[src/rtl/tbin_pkg.sv]
package tbin_pkg;
  localparam int TBIN_CNT_W  = 8;
  localparam int TBIN_NBINS  = 6;
  localparam int TBIN_NWIRES = 12;
  localparam int TBIN_LEGACY_BINS = 2;

  // half-open interval test: lo <= t < hi
  function automatic logic f_in_span(input logic [15:0] t,
                                     input logic [15:0] lo,
                                     input logic [15:0] hi);
    return (t >= lo) && (t < hi);
  endfunction

  // head of a bin: start <= t < start + len, computed without wrap
  function automatic logic f_in_head(input logic [15:0] t,
                                     input logic [15:0] start,
                                     input logic [15:0] len);
    logic [16:0] t_x, s_x, e_x;
    t_x = {1'b0, t};
    s_x = {1'b0, start};
    e_x = s_x + {1'b0, len};
    return (t_x >= s_x) && (t_x < e_x);
  endfunction

  // bit position of a wire/bin flag in the packed cell word
  function automatic int f_bitpos(input int wire_idx, input int bin_idx,
                                  input int bins_per_wire);
    return wire_idx * bins_per_wire + bin_idx;
  endfunction
endpackage

[src/rtl/tbin_timer.sv]
module tbin_timer #(
  parameter int CNT_W = tbin_pkg::TBIN_CNT_W
) (
  input  logic             clk,
  input  logic             rst_n,
  input  logic             clr_i,
  output logic [CNT_W-1:0] cnt_o
);
  localparam logic [CNT_W-1:0] CNT_MAX = {CNT_W{1'b1}};

  logic [CNT_W-1:0] cnt_q;
  logic             at_max;

  assign at_max = (cnt_q == CNT_MAX);

  always_ff @(posedge clk) begin
    if (!rst_n)      cnt_q <= '0;
    else if (clr_i)  cnt_q <= '0;
    else if (!at_max) cnt_q <= cnt_q + 1'b1;
  end

  assign cnt_o = cnt_q;

  // the fine count restarts at every crossing strobe
  a_r6_timer_restart: assert property (@(posedge clk) disable iff (!rst_n)
    clr_i |=> (cnt_o == '0));

  // the count advances monotonically until saturation
  a_r7_timer_advance: assert property (@(posedge clk) disable iff (!rst_n)
    (!clr_i && !at_max) |=> (cnt_o == $past(cnt_o) + 1'b1));
endmodule

[src/rtl/tbin_wire.sv]
module tbin_wire #(
  parameter int NBINS = tbin_pkg::TBIN_NBINS,
  parameter int CNT_W = tbin_pkg::TBIN_CNT_W
) (
  input  logic                   clk,
  input  logic                   rst_n,
  input  logic                   clr_i,
  input  logic                   hit_i,
  input  logic [CNT_W-1:0]       cnt_i,
  input  logic [NBINS*CNT_W-1:0] start_i,
  input  logic [NBINS*CNT_W-1:0] stop_i,
  input  logic [CNT_W-1:0]       nsure_i,
  output logic [NBINS-1:0]       flags_o
);
  import tbin_pkg::*;

  logic [NBINS-1:0] flag_q;
  logic [NBINS-1:0] win_hit;   // hit lies inside bin window
  logic [NBINS-1:0] ns_blk;    // hit falls in not-sure head after a flagged bin
  logic [NBINS-1:0] set_ev;    // flag is being set this cycle

  for (genvar b = 0; b < NBINS; b++) begin : g_bin
    logic fq;
    logic [CNT_W-1:0] b_start, b_stop;

    assign b_start = start_i[b*CNT_W +: CNT_W];
    assign b_stop  = stop_i[b*CNT_W +: CNT_W];

    assign win_hit[b] = hit_i &&
                        f_in_span(16'(cnt_i), 16'(b_start), 16'(b_stop));

    if (b == 0) begin : g_first
      assign ns_blk[b] = 1'b0;
    end else begin : g_rest
      assign ns_blk[b] = flag_q[b-1] &&
                         f_in_head(16'(cnt_i), 16'(b_start), 16'(nsure_i));
    end

    assign set_ev[b] = win_hit[b] && !ns_blk[b];

    always_ff @(posedge clk) begin
      if (!rst_n)      fq <= 1'b0;
      else if (clr_i)  fq <= 1'b0;
      else if (set_ev[b]) fq <= 1'b1;
    end

    assign flag_q[b] = fq;

    // an accepted in-window hit sets the flag
    a_r2_flag_set: assert property (@(posedge clk) disable iff (!rst_n)
      (!clr_i && win_hit[b] && !ns_blk[b]) |=> flag_q[b]);

    // a flag stays set for the rest of the crossing
    a_r2_flag_sticky: assert property (@(posedge clk) disable iff (!rst_n)
      (!clr_i && flag_q[b]) |=> flag_q[b]);

    // a suppressed head hit leaves a clear flag clear
    a_r4_head_suppressed: assert property (@(posedge clk) disable iff (!rst_n)
      (!clr_i && !flag_q[b] && ns_blk[b]) |=> !flag_q[b]);

    // the strobe clears every flag
    a_r6_flag_clear: assert property (@(posedge clk) disable iff (!rst_n)
      clr_i |=> !flag_q[b]);
  end

  assign flags_o = flag_q;
endmodule

[src/rtl/tbin_word_out.sv]
module tbin_word_out #(
  parameter int NWIRES = tbin_pkg::TBIN_NWIRES,
  parameter int NBINS  = tbin_pkg::TBIN_NBINS,
  parameter int CNT_W  = tbin_pkg::TBIN_CNT_W,
  parameter int LBINS  = tbin_pkg::TBIN_LEGACY_BINS
) (
  input  logic                    clk,
  input  logic                    rst_n,
  input  logic                    clr_i,
  input  logic                    legacy_i,
  input  logic [CNT_W-1:0]        cnt_i,
  input  logic [CNT_W-1:0]        stop_last_i,
  input  logic [NWIRES*NBINS-1:0] flags_i,
  output logic [NWIRES*NBINS-1:0] word_o,
  output logic                    valid_o
);
  import tbin_pkg::*;

  localparam int OUTW = NWIRES * NBINS;
  localparam int LW   = NWIRES * LBINS;

  logic [OUTW-1:0] full_word, lgc_word, word_d, word_q;
  logic            armed_q, done_q, valid_q;
  logic            close_ev;   // last active bin has just closed

  for (genvar w = 0; w < NWIRES; w++) begin : g_pack
    for (genvar b = 0; b < NBINS; b++) begin : g_full
      assign full_word[f_bitpos(w, b, NBINS)] = flags_i[w*NBINS + b];
    end
    for (genvar b = 0; b < LBINS; b++) begin : g_lgc
      assign lgc_word[f_bitpos(w, b, LBINS)] = flags_i[w*NBINS + b];
    end
  end
  assign lgc_word[OUTW-1:LW] = '0;

  assign word_d   = legacy_i ? lgc_word : full_word;
  assign close_ev = armed_q && !done_q && (cnt_i == stop_last_i);

  always_ff @(posedge clk) begin
    if (!rst_n) begin
      armed_q <= 1'b0;
      done_q  <= 1'b0;
      valid_q <= 1'b0;
      word_q  <= '0;
    end else if (clr_i) begin
      armed_q <= 1'b1;
      done_q  <= 1'b0;
      valid_q <= 1'b0;
    end else if (close_ev) begin
      done_q  <= 1'b1;
      valid_q <= 1'b1;
      word_q  <= word_d;
    end else begin
      valid_q <= 1'b0;
    end
  end

  assign word_o  = word_q;
  assign valid_o = valid_q;

  // valid is a single-cycle pulse
  a_r7_valid_one_cycle: assert property (@(posedge clk) disable iff (!rst_n)
    valid_o |=> !valid_o);

  // valid only follows the cycle at the last active stop
  a_r7_valid_at_stop: assert property (@(posedge clk) disable iff (!rst_n)
    valid_o |-> ($past(cnt_i) == $past(stop_last_i)));

  // upper word bits stay zero in two-bin mode
  a_r8_legacy_upper_zero: assert property (@(posedge clk) disable iff (!rst_n)
    (valid_o && legacy_i) |-> (word_o[OUTW-1:LW] == '0));

  // the word only changes when a new word is presented
  a_r6_word_held: assert property (@(posedge clk) disable iff (!rst_n)
    !valid_o |-> $stable(word_o));
endmodule

[src/rtl/wire_tbin_encoder.sv]
module wire_tbin_encoder #(
  parameter int NWIRES = tbin_pkg::TBIN_NWIRES,
  parameter int NBINS  = tbin_pkg::TBIN_NBINS,
  parameter int CNT_W  = tbin_pkg::TBIN_CNT_W,
  parameter int LBINS  = tbin_pkg::TBIN_LEGACY_BINS
) (
  input  logic                    clk,
  input  logic                    rst_n,
  input  logic                    xing_i,
  input  logic [NWIRES-1:0]       wire_i,
  input  logic                    legacy_i,
  input  logic [NBINS*CNT_W-1:0]  bin_start_i,
  input  logic [NBINS*CNT_W-1:0]  bin_stop_i,
  input  logic [CNT_W-1:0]        nsure_len_i,
  output logic [NWIRES*NBINS-1:0] word_o,
  output logic                    valid_o
);
  localparam int OUTW = NWIRES * NBINS;

  logic [CNT_W-1:0] fine_cnt;
  logic [OUTW-1:0]  all_flags;
  logic             legacy_q;
  logic [CNT_W-1:0] stop_last;

  // mode is captured with the strobe and held for the crossing
  always_ff @(posedge clk) begin
    if (!rst_n)      legacy_q <= 1'b0;
    else if (xing_i) legacy_q <= legacy_i;
  end

  assign stop_last = legacy_q ? bin_stop_i[(LBINS-1)*CNT_W +: CNT_W]
                              : bin_stop_i[(NBINS-1)*CNT_W +: CNT_W];

  tbin_timer #(.CNT_W(CNT_W)) timer_i (
    .clk   (clk),
    .rst_n (rst_n),
    .clr_i (xing_i),
    .cnt_o (fine_cnt)
  );

  for (genvar w = 0; w < NWIRES; w++) begin : g_wire
    tbin_wire #(.NBINS(NBINS), .CNT_W(CNT_W)) wire_i_u (
      .clk     (clk),
      .rst_n   (rst_n),
      .clr_i   (xing_i),
      .hit_i   (wire_i[w]),
      .cnt_i   (fine_cnt),
      .start_i (bin_start_i),
      .stop_i  (bin_stop_i),
      .nsure_i (nsure_len_i),
      .flags_o (all_flags[w*NBINS +: NBINS])
    );
  end

  tbin_word_out #(.NWIRES(NWIRES), .NBINS(NBINS), .CNT_W(CNT_W),
                  .LBINS(LBINS)) out_i (
    .clk         (clk),
    .rst_n       (rst_n),
    .clr_i       (xing_i),
    .legacy_i    (legacy_q),
    .cnt_i       (fine_cnt),
    .stop_last_i (stop_last),
    .flags_i     (all_flags),
    .word_o      (word_o),
    .valid_o     (valid_o)
  );

  // nothing is presented while reset is held
  a_r1_reset_quiet: assert property (@(posedge clk)
    !rst_n |=> !valid_o);
endmodule

[config.mk]
export PLATFORM = sky130hd
export DESIGN_NAME = wire_tbin_encoder
export DESIGN_NICKNAME = d
export VERILOG_FILES = /design/src/rtl/tbin_pkg.sv /design/src/rtl/tbin_timer.sv /design/src/rtl/tbin_wire.sv /design/src/rtl/tbin_word_out.sv /design/src/rtl/wire_tbin_encoder.sv
export SDC_FILE = /design/constraint.sdc
export NUM_CORES = 1
export LEC_CHECK = 0
export ABC_AREA = 1
export BUFFER_PORTS_ARGS = -buffer_cell sky130_fd_sc_hd__buf_2
export CORE_MARGIN = 2
export CORE_UTILIZATION = 50
export DETAILED_ROUTE_END_ITERATION = 7
export PLACE_DENSITY = 0.69
export SETUP_SLACK_MARGIN = 0.15
export SYNTH_ARGS = -nofsm -noshare
export SYNTH_HDL_FRONTEND = slang
export SYNTH_SLANG_ARGS = --single-unit
[constraint.sdc]
create_clock -name clk -period 3.15 [get_ports clk]
set_input_delay 0.315 -clock clk [delete_from_list [all_inputs] [get_ports clk]]
set_output_delay 0.315 -clock clk [all_outputs]
set_load 0.05 [all_outputs]
==> out/results.ini, run 1 <==
[synthesis]
synthCells=1689
synth-seq-cells=156
synth_xor_area_frac=0.02947
synthMuxAreaShare=0
ys_types=29
synth_compound_area_frac=0.1226
syn_avg_cell_area_um2=6.686
syn_area_um2=11290
synth_top_family_by_area=simple AND/OR/NAND/NOR gates
synthSimpleGateAreaFrac=0.2729
synth-seq-area-share=0.2765
synth_nets=1980
synth_fa_ha_area_frac=0.1928
ys_warn_count=0

[placement]
io_buffer_count=192
routabilityCongestion=0.9148
dpl_worst_slack_ps=159.2
dp_hpwl_mm=23.52

[detailed_routing]
vias=11338
ant_nets=0
routed_wl_mm=32.36
viasPerCell=5.232
wire_per_inst_um=14.93
drt_first_iter_violations=769
drc=0
firstDrtPassIters=6

[worst_setup_path]
cpLargestDelayFamily=simple AND/OR/NAND/NOR gates
critPathMaxFanout=12
cp_data_required_time_ps=3510
path_cells=ha_1, nand2_1, nor2_1, a211oi_1, nand3_1, nor2_1, nand2_1, a21oi_1
cp.arrival_ps=3040
path_buf_inv=0
start_kind=flop
end_kind=flop
worst_r2r_endpoint=g_wire[8].wire_i_u.g_bin[2].fq
critPathMaxStageDelay_ps=790
cp_slowest_cell=dfxtp_1
r2r_slack_ps=470
worstSetupPathType=reg2reg
timing.rr.start=timer_i.cnt_o[6]
rr_worst_depth=8

[pwr]
peakVddDrop_mv=0.4065
power_density_nw_per_um2=365.3
finalPower_mw=4.871
p_leak_nw=6.844

[clocking]
clock_path_buffers=2
htree_num_levels=4
cts_buffers=17
cts_sinks=156
root_buffer=clkbuf_16
cts_setup_buffers=0
cts_resized=0
cts_tree=done
ctsHoldBuffers=0
path_clk_slew_ps=60
clock_latency_ps=430

[die]
core_um2=22030
die_x_um=154.3
rows=54
die_h_um=154.3
start_util=0.5127
dieArea_um2=23810
io_pins=193

[final_layout]
syn_to_final_growth_pct=18.06
multi_input_area_um2=6982
finalNetCount=2162
final-seq-area_um2=3127
drive_gt1_frac=0.1385
nFillCells=2133

[timing]
finalHoldViolations=0
drv_slew=0
setup_tns_ps=0
final.setup_skew_ps=6.300
fin_crit_ps=2680
finalCritPeriodShare=0.8507
tightest_slew_ps=949.5
relSlewSlack=0.3661
rsz0062_at_grt=no
setup_slack_ps=470.2
max_freq_mhz=373.2
setup_viol=0

[hold_path]
hold_depth=3
hold_path.class=in2reg
min_to=legacy_q
hp-start=legacy_i

[global_route]
grt_pass1_vias=10545
grt_max_degree=94
grt_usage=0.2725
grt_pass1_wl_mm=52.63
antenna_found_initial=2
overflow=0

[run_status]
status=finished clean

[job]
drv_cap=0

==> per-layer routing <==
metal  part of all wire  global-route usage  vias up
li1                   -                   -     5839
met2               0.44              0.4425      334
met3              0.056             0.04063       32
met5                  0                   0        -
met1               0.49              0.3814     5133
met4              0.014             0.06790        0
==> cell type report <==
| cell class | count | share of cell area |
|---|---|---|
| diodes | 3 | 0.0005631 |
| clock buffers | 26 | 0.03669 |
| clock inverters | 6 | 0.008258 |
| inverters | 244 | 0.06869 |
| multi-input cells | 1223 | 0.5236 |
| flip-flops and latches | 156 | 0.2345 |
| well taps | 280 | 0.02628 |
| repair buffers | 229 | 0.1014 |
==> cells in the mapped netlist <==
master	count	area, µm²
a211oi_1	6	45.04
a21oi_1	207	1036
a31oi_1	5	31.28
buf_1	10	37.54
buf_2	12	60.06
buf_6	2	22.52
clkbuf_1	42	157.7
clkinv_1	1	3.750
dfxtp_1	156	3123
fa_1	5	100.1
ha_1	166	2077
inv_1	243	912.1
nand2_1	349	1310
nand2_2	1	6.260
nand3_1	175	875.8
nand4_1	6	37.54
nor2_1	196	735.7
nor2_2	2	12.51
nor3_1	18	90.09
nor3b_1	1	7.510
o2111ai_1	1	8.760
o211ai_1	1	7.510
o21ai_0	32	160.2
o21ai_1	3	15.01
o21bai_1	5	37.54
o311ai_0	5	43.79
or2_2	1	6.260
xnor2_1	14	122.6
xor2_1	24	210.2
==> tightest hold or removal path: cells and delay by family <==
family / cells / cell delay (ps)
and+or+nand+nor: 2 / 120
buffers and inverters: 1 / 80
==> flip-flops by register name (all words and copies together), names as in the netlist <==
register                  cells
out_i.done_q                  1
g_wire.wire_i_u.g_bin.fq     72
out_i.word_o                 72
out_i.valid_o                 1
out_i.armed_q                 1
timer_i.cnt_o                 8
legacy_q                      1
==> cells in the final DEF (no fill, tap or decap) <==
| cell type | netlist | final |
|---|---|---|
| clkinvlp_4 | 0 | 2 |
| fa_1 | 5 | 5 |
| dfxtp_4 | 0 | 1 |
| dfxtp_1 | 156 | 155 |
| clkbuf_1 | 42 | 6 |
| nor2_4 | 0 | 1 |
| o211ai_1 | 1 | 1 |
| inv_1 | 243 | 243 |
| ha_1 | 166 | 166 |
| clkinv_2 | 0 | 1 |
| diode_2 | 0 | 3 |
| a21oi_1 | 207 | 207 |
| o21ai_1 | 3 | 3 |
| o21ai_0 | 32 | 32 |
| clkbuf_8 | 0 | 3 |
| nand3_1 | 175 | 175 |
| or2_2 | 1 | 1 |
| nor3b_1 | 1 | 1 |
| nor2_1 | 196 | 196 |
| o2111ai_1 | 1 | 1 |
| xor2_1 | 24 | 24 |
| a31oi_1 | 5 | 5 |
| o21bai_1 | 5 | 5 |
| nor2_2 | 2 | 1 |
| nand4_1 | 6 | 6 |
| o311ai_0 | 5 | 5 |
| bufinv_16 | 0 | 3 |
| buf_12 | 0 | 9 |
| a211oi_1 | 6 | 6 |
| xnor2_1 | 14 | 14 |
| clkbuf_16 | 0 | 17 |
| nand2_1 | 349 | 349 |
| buf_4 | 0 | 28 |
| buf_2 | 12 | 192 |
| nand2_2 | 1 | 1 |
| inv_2 | 0 | 1 |
| nor3_1 | 18 | 18 |
==> how the worst max path moves through the flow <==
stage                startpoint                        endpoint  slack, ps  cells after the start
2_1_floorplan    bin_start_i[8]  g_wire[0].wire_i_u.g_bin[1].fq        430                     16
3_3_place_gp     nsure_len_i[0]  g_wire[7].wire_i_u.g_bin[3].fq        200                     19
3_5_place_dp     nsure_len_i[0]  g_wire[8].wire_i_u.g_bin[2].fq        160                     17
4_1_cts        timer_i.cnt_o[6]  g_wire[8].wire_i_u.g_bin[2].fq        510                      8
5_1_grt          nsure_len_i[0]  g_wire[4].wire_i_u.g_bin[3].fq        220                     19
6_report       timer_i.cnt_o[6]  g_wire[8].wire_i_u.g_bin[2].fq        470                      8
==> per-stage QoR <==
stage / cell area [µm²] / util / instances / hold WS (ps)
after floorplan: 11290 / - / 1689 / 428.0
after global placement: 12730 / 0.5778 / 2132 / 436.5
after detailed placement: 12730 / 0.5778 / 2132 / 442.6
after CTS: 13330 / 0.6050 / 2164 / 112.5
after global routing: 13330 / 0.6051 / 2165 / 156.6
final: 13330 / 0.6053 / 2167 / 114.1
==> kinds of logic (layout without fill, tap and decap cells) <==
kind of cell,count (synthesis),count (layout)
compound gates,265,265
flops,156,156
xor+xnor,38,38
buf+inv,310,505
other cells,0,3
fa+ha+maj,171,171
simple gates,749,749
==> power by group <==
| group | internal [mW] | switching [mW] | total, mW |
|---|---|---|---|
| clock | 1.31 | 0.797 | 2.11 |
| sequential | 1.98 | 0.00825 | 1.99 |
| combinational | 0.301 | 0.477 | 0.778 |
| total | 3.59 | 1.28 | 4.87 |
No activity file was read; power rests on OpenSTA's default activity.
==> run 2, diff against run 1 <==
==> constraint.sdc (replaced) <==
create_clock -name clk -period 3.15 [get_ports clk]
set_input_delay 0 -clock clk [delete_from_list [all_inputs] [get_ports clk]]
set_output_delay 0 -clock clk [all_outputs]
set_load 0.05 [all_outputs]
==> run 2 against run 1 <==
Net effect:
- sequential power hardly changed
- total power is 0.31% lower
- sequential share of layout area is 0.079 points lower
- utilization is 0.20 points higher
- wire length is 0.73% higher
- hold slack better by 280 ps
- clock skew is 0.87 ps higher
- setup slack better by 130 ps
- non-clock buffer count is 15 higher
- register-to-register slack better by 240 ps
- maximum frequency is 5.3% higher
- critical endpoint unchanged
==> out/results.ini, run 2 (synthesis results as in run 1) <==
[timing]
setup_slack_ps=603.9  ; was 470.2 ps
setup_tns_ps=0  ; unchanged
final.setup_skew_ps=7.168  ; was 6.300 ps
relSlewSlack=0.3872  ; was 0.3661
drv_slew=0  ; unchanged
tightest_slew_ps=919.2  ; was 949.5 ps
finalHoldViolations=0  ; unchanged
finalCritPeriodShare=0.8083  ; was 0.8507
setup_viol=0  ; unchanged
rsz0062_at_grt=no  ; unchanged
fin_crit_ps=2546  ; was 2680 ps
max_freq_mhz=392.8  ; was 373.2 MHz

[worst_setup_path]
crit_start=nsure_len_i[1]  ; was timer_i.cnt_o[6]
worstSetupPathType=in2reg  ; was reg2reg
start_kind=input port  ; was flop
worst_r2r_endpoint=g_wire[7].wire_i_u.g_bin[3].fq  ; was g_wire[8].wire_i_u.g_bin[2].fq
cp.arrival_ps=2820  ; was 3040 ps
cp_data_required_time_ps=3430  ; was 3510 ps
r2r_slack_ps=710  ; was 470 ps
crit_end=g_wire[8].wire_i_u.g_bin[2].fq  ; unchanged
timing.rr.start=timer_i.cnt_o[0]  ; was timer_i.cnt_o[6]
critPathMaxFanout=12  ; unchanged
rr_worst_depth=12  ; was 8
end_kind=flop  ; unchanged

[placement]
routabilityCongestion=0.9088  ; was 0.9148
io_buffer_count=192  ; unchanged
dp_hpwl_mm=24.10  ; was 23.52 mm
dpl_worst_slack_ps=175.5  ; was 159.2 ps

[detailed_routing]
firstDrtPassIters=5  ; was 6
wire_per_inst_um=14.96  ; was 14.93 µm
drt_first_iter_violations=754  ; was 769
drc=0  ; unchanged
ant_nets=0  ; unchanged
routed_wl_mm=32.60  ; was 32.36 mm
vias=11523  ; was 11338
viasPerCell=5.288  ; was 5.232

[final_layout]
layout_common_cells=nand2_1 (349), inv_1 (243), a21oi_1 (207)  ; unchanged
syn_to_final_growth_pct=18.46  ; was 18.06%
finalNetCount=2177  ; was 2162
final-seq-area_um2=3127  ; unchanged
n_antenna_cell=0  ; was 3
drive_gt1_frac=0.1401  ; was 0.1385
nFillCells=2170  ; was 2133
final_common_cell=nand2_1  ; unchanged
multi_input_area_um2=6982  ; unchanged

[job]
drv_cap=0  ; unchanged

[global_route]
grt_max_degree=94  ; unchanged
grt_pass1_vias=11025  ; was 10545
antenna_found_initial=0  ; was 2
grt_pass1_wl_mm=53.71  ; was 52.63 mm
overflow=0  ; unchanged
grt_usage=0.2779  ; was 0.2725

[clocking]
clock_path_buffers=2  ; unchanged
htree_num_levels=4  ; unchanged
cts_setup_buffers=0  ; unchanged
cts_buffers=17  ; unchanged
root_buffer=clkbuf_16  ; unchanged
path_clk_slew_ps=60  ; about the same
clock_latency_ps=430  ; about the same
cts_tree=done  ; unchanged
cts_sinks=156  ; unchanged
cts_resized=0  ; unchanged

[die]
core_um2=22030  ; unchanged
dieArea_um2=23810  ; unchanged
io_pins=193  ; unchanged
die_x_um=154.3  ; unchanged
start_util=0.5127  ; unchanged
die_h_um=154.3  ; unchanged
rows=54  ; unchanged

[pwr]
finalPower_mw=4.856  ; was 4.871 mW
peakVddDrop_mv=0.3320  ; was 0.4065 mV
p_leak_nw=6.874  ; was 6.844 nW
power_density_nw_per_um2=363.0  ; was 365.3 nW/µm²

[run_status]
status=finished clean  ; unchanged

[hold_path]
hold_path.class=in2reg  ; unchanged

-- run 2: cell count changes in the layout (fill, tap and decap cells not counted) --
cell | before | now
clkinvlp_4 | 2 | 1
buf_4 | 28 | 35
bufinv_16 | 3 | 2
dlygate4sd3_1 | 0 | 16
inv_6 | 0 | 4
clkbuf_8 | 3 | 1
clkbuf_1 | 6 | 0
buf_12 | 9 | 1
clkinv_4 | 0 | 6
diode_2 | 3 | 0
-- run 2: worst min-delay path by stage --
stage | start | endpoint | cells past startpoint
2_1_floorplan | legacy_i | legacy_q | 2
3_3_place_gp | legacy_i | legacy_q | 3
3_5_place_dp | legacy_i | legacy_q | 3
4_1_cts | bin_stop_i[31] | g_wire[9].wire_i_u.g_bin[3].fq | 9
5_1_grt | wire_i[10] | g_wire[10].wire_i_u.g_bin[0].fq | 4
6_report | bin_stop_i[31] | g_wire[9].wire_i_u.g_bin[3].fq | 9
-- run 2: metrics by stage --
| stage | util | cell area [µm²] | instances | hold WS (ps) |
|---|---|---|---|---|
| after floorplan | - | 11290 | 1689 | 134.9 |
| after detailed placement | 0.5729 | 12620 | 2131 | 239.9 |
| after global routing | 0.6074 | 13380 | 2179 | 413.9 |
| after global placement | 0.5729 | 12620 | 2131 | 237.9 |
| final | 0.6074 | 13380 | 2179 | 395.3 |
| after CTS | 0.6074 | 13380 | 2179 | 382.8 |
-- run 2: power by group --
group | internal, mW | switching, mW
clock | 1.20 | 0.871
sequential | 1.98 | 0.00888
combinational | 0.310 | 0.486
-- run 2: per-layer routing --
layer	global-route usage	wire, µm	vias up
met1	0.3787	15560	5229
met5	0	0	-
li1	-	-	5862
met4	0.08554	669	0
met3	0.04427	2002	61
met2	0.4538	14370	371
-- run 2: timing repair --
| action | in CTS | in global routing |
|---|---|---|
| hold endpoints to repair | 19 | 0 |
| setup endpoints to repair | 0 | 0 |
| hold buffers | 16 | 0 |
-- run 2: area by class of cell --
class	count	share of cell area
tap	280	0.02619
timing repair buffer	244	0.1049
multi-input combinational	1223	0.5219
clock inverter	14	0.01197
clock buffer	18	0.03283
inverter	244	0.06846
sequential	156	0.2337
-- run 2: critical path, cell delays in order --
cell and delay, ps:
buf_2 160, inv_1 200, fa_1 470, o21ai_0 430
a31oi_1 180, xor2_1 180, ha_1 300, nand2_1 80
inv_1 40, nand2_1 50, nand2_1 40, nand2_1 60
nand2_1 50, nand2_1 310, nand3_1 130, nand2_1 90
a21oi_1 60
==> run 3, diff against run 2 <==
Settings changed: PLACE_DENSITY 0.69 to 0.72.
Clock period 3.15 ns to 2.1 ns, I/O delays scaled along.
==> run 3 against run 2 <==
Net effect:
- first-iteration DRC count rose by 41%
- wire length up 14%
- sequential power up 49%
- cell count grew 4.5%
==> out/results.ini, run 3 (synthesis results as in run 1) <==
[placement]
dpl_worst_slack_ps=-453.3  ; was 175.5 ps
dp_cells=2199  ; was 2131
io_buffer_count=192  ; unchanged
placed_cell_area_um2=13510  ; was 12620 µm²
routabilityCongestion=0.9130  ; was 0.9088
dp_hpwl_mm=24.51  ; was 24.10 mm

[pwr]
pwr-share-clk=0.411  ; was 0.427
peakVddDrop_mv=0.4903  ; was 0.3320 mV
p_sw_frac=0.2761  ; was 0.2813
p_seq_frac=0.388  ; was 0.409
finalPower_mw=7.664  ; was 4.856 mW
switching_power_mw=2.116  ; was 1.366 mW
p_leak_nw=8.117  ; was 6.874 nW
p_int_mw=5.548  ; was 3.490 mW
p_comb_frac=0.201  ; was 0.164
power_density_nw_per_um2=487.4  ; was 363.0 nW/µm²

[run_status]
status=finished clean  ; unchanged

[worst_setup_path]
cp_slowest_cell=fa_2  ; was fa_1
end_kind=flop  ; unchanged
path_cells=buf_8, clkinvlp_4, buf_12, fa_2, o21ai_4, xor2_1, ha_1, a21oi_1, nand3_2, nand2_1, nand2_1, nand2_1, nand2_1, nand2_2, buf_12, nand3_2, nand2_1, a21oi_1  ; was buf_2, inv_1, fa_1, o21ai_0, a31oi_1, xor2_1, ha_1, nand2_1, inv_1, nand2_1, nand2_1, nand2_1, nand2_1, nand2_1, nand3_1, nand2_1, a21oi_1
cp_data_required_time_ps=2400  ; was 3430 ps
crit_start=nsure_len_i[1]  ; unchanged
worstSetupPathType=in2reg  ; unchanged
cp.arrival_ps=2360  ; was 2820 ps
critPathMaxStageDelay_ps=360  ; was 470 ps
start_kind=input port  ; unchanged
timing.rr.start=timer_i.cnt_o[5]  ; was timer_i.cnt_o[0]
critPathMaxFanout=12  ; unchanged
cp_common_cell=nand2_1  ; unchanged

[detailed_routing]
vias=12292  ; was 11523
routed_wl_mm=37.11  ; was 32.60 mm
ant_nets=0  ; unchanged
wire_per_inst_um=16.30  ; was 14.96 µm
drc=0  ; unchanged
drt_first_iter_violations=1061  ; was 754
firstDrtPassIters=6  ; was 5
viasPerCell=5.398  ; was 5.288

[job]
drv_cap=0  ; unchanged

[clocking]
cts_tree=done  ; unchanged
path_clk_slew_ps=60  ; about the same
htree_num_levels=4  ; unchanged
clock_latency_ps=440  ; was 430 ps
clock_path_buffers=2  ; unchanged
cts_sinks=156  ; unchanged
root_buffer=clkbuf_16  ; unchanged
cts_buffers=17  ; unchanged

[timing]
setup_tns_ps=0  ; unchanged
rsz0062_at_grt=yes  ; was no
finalCritPeriodShare=0.9768
tightest_slew_ps=916.1  ; was 919.2 ps
finalHoldViolations=0  ; unchanged
setup_slack_ps=48.81  ; was 603.9 ps
timing.hold.ws_ps=319.9  ; was 395.3 ps
final.setup_skew_ps=11.11  ; was 7.168 ps
setup_viol=0  ; unchanged
fin_crit_ps=2051
drv_slew=0  ; unchanged
max_freq_mhz=487.5
relSlewSlack=0.3893  ; was 0.3872

[final_layout]
layout_common_cells=nand2_1 (259), inv_1 (236), a21oi_1 (195)  ; was nand2_1 (349), inv_1 (243), a21oi_1 (207)
drive_gt1_frac=0.2879  ; was 0.1401
final-seq-area_um2=3143  ; was 3127 µm²
stdcell_area_um2=15730  ; was 13380 µm²
final_common_cell=nand2_1  ; unchanged
multi_input_area_um2=8085  ; was 6982 µm²
final_cells=2277  ; was 2179
finalNetCount=2276  ; was 2177
fin_util=0.7139  ; was 0.6074
n_antenna_cell=0  ; unchanged
syn_to_final_growth_pct=39.24  ; was 18.46%
nFillCells=1742  ; was 2170

[hold_path]
hp-start=bin_stop_i[31]  ; unchanged
hold_path.class=in2reg  ; unchanged

[die]
io_pins=193  ; unchanged
dieArea_um2=23810  ; unchanged
start_util=0.5127  ; unchanged
die_h_um=154.3  ; unchanged
die_x_um=154.3  ; unchanged
rows=54  ; unchanged
core_um2=22030  ; unchanged

[global_route]
grt_usage=0.2817  ; was 0.2779
grt_pass1_vias=11527  ; was 11025
overflow=0  ; unchanged
antenna_found_initial=0  ; unchanged
grt_max_degree=94  ; unchanged
grt_pass1_wl_mm=54.95  ; was 53.71 mm

run 3: cell count changes in the layout (fill, tap and decap cells not counted), moves of 9 or more:
cell,previous run,this run
nand2_1,349,259
nand3_1,175,118
nand2_2,1,57
buf_4,35,90
nand3_2,0,54
nand2_4,0,34
buf_12,1,24
o21ai_0,32,17
a21oi_1,207,195
a21oi_2,0,12
ha_1,166,154
ha_4,0,12
buf_6,0,9
run 3: final timing paths:
check | endpoint | slack (ps) | cells past startpoint
worst min-delay path | g_wire[0].wire_i_u.g_bin[3].fq | 320 | 9
worst max register to register | g_wire[10].wire_i_u.g_bin[3].fq | 50 | 10
worst max-delay path | g_wire[10].wire_i_u.g_bin[5].fq | 50 | 18
worst min register to register | g_wire[2].wire_i_u.g_bin[5].fq | 460 | 2
run 3: power groups by stage:
stage	sequential [mW]	clock, mW	combinational, mW
finish	2.97	3.15	1.54
global route	2.97	3.29	1.72
CTS	2.98	3.16	1.40
detailed placement	3.05	0	1.35
global placement	3.05	0	1.31
floorplan	3.04	0	0.820
run 3: layout make-up:
class,count,share of cell area
multi-input combinational,1225,0.5142
sequential,156,0.1999
inverter,244,0.05848
clock inverter,9,0.007002
tap,280,0.02228
clock buffer,22,0.03151
timing repair buffer,341,0.1667
run 3: metal layers:
| layer | track usage | routed length (µm) | vias to the layer above | part of all wire |
|---|---|---|---|---|
| li1 | - | - | 6085 | - |
| met1 | 0.3633 | 15800 | 5656 | 0.43 |
| met2 | 0.4766 | 17500 | 456 | 0.47 |
| met3 | 0.04399 | 2631 | 95 | 0.071 |
| met4 | 0.1058 | 1177 | 0 | 0.032 |
| met5 | 0 | 0 | - | 0 |
run 3: worst max-delay path: cells and delay by family:
family / cells / cell delay, ps
buffers and inverters: 4 / 520
AOI/OAI and AO/OA: 3 / 460
and+or+nand+nor: 8 / 540
adders and majority gates: 2 / 630
xor gates and xnor gates: 1 / 190
run 3: repair_timing:
item,4_1_cts,5_1_grt
buffers inserted,4,15
hold buffers,16,0
setup endpoints to repair,145,145
pin swaps,0,41
endpoints found under the hold margin,21,0
cloned,0,12
gates resized for setup,14,257
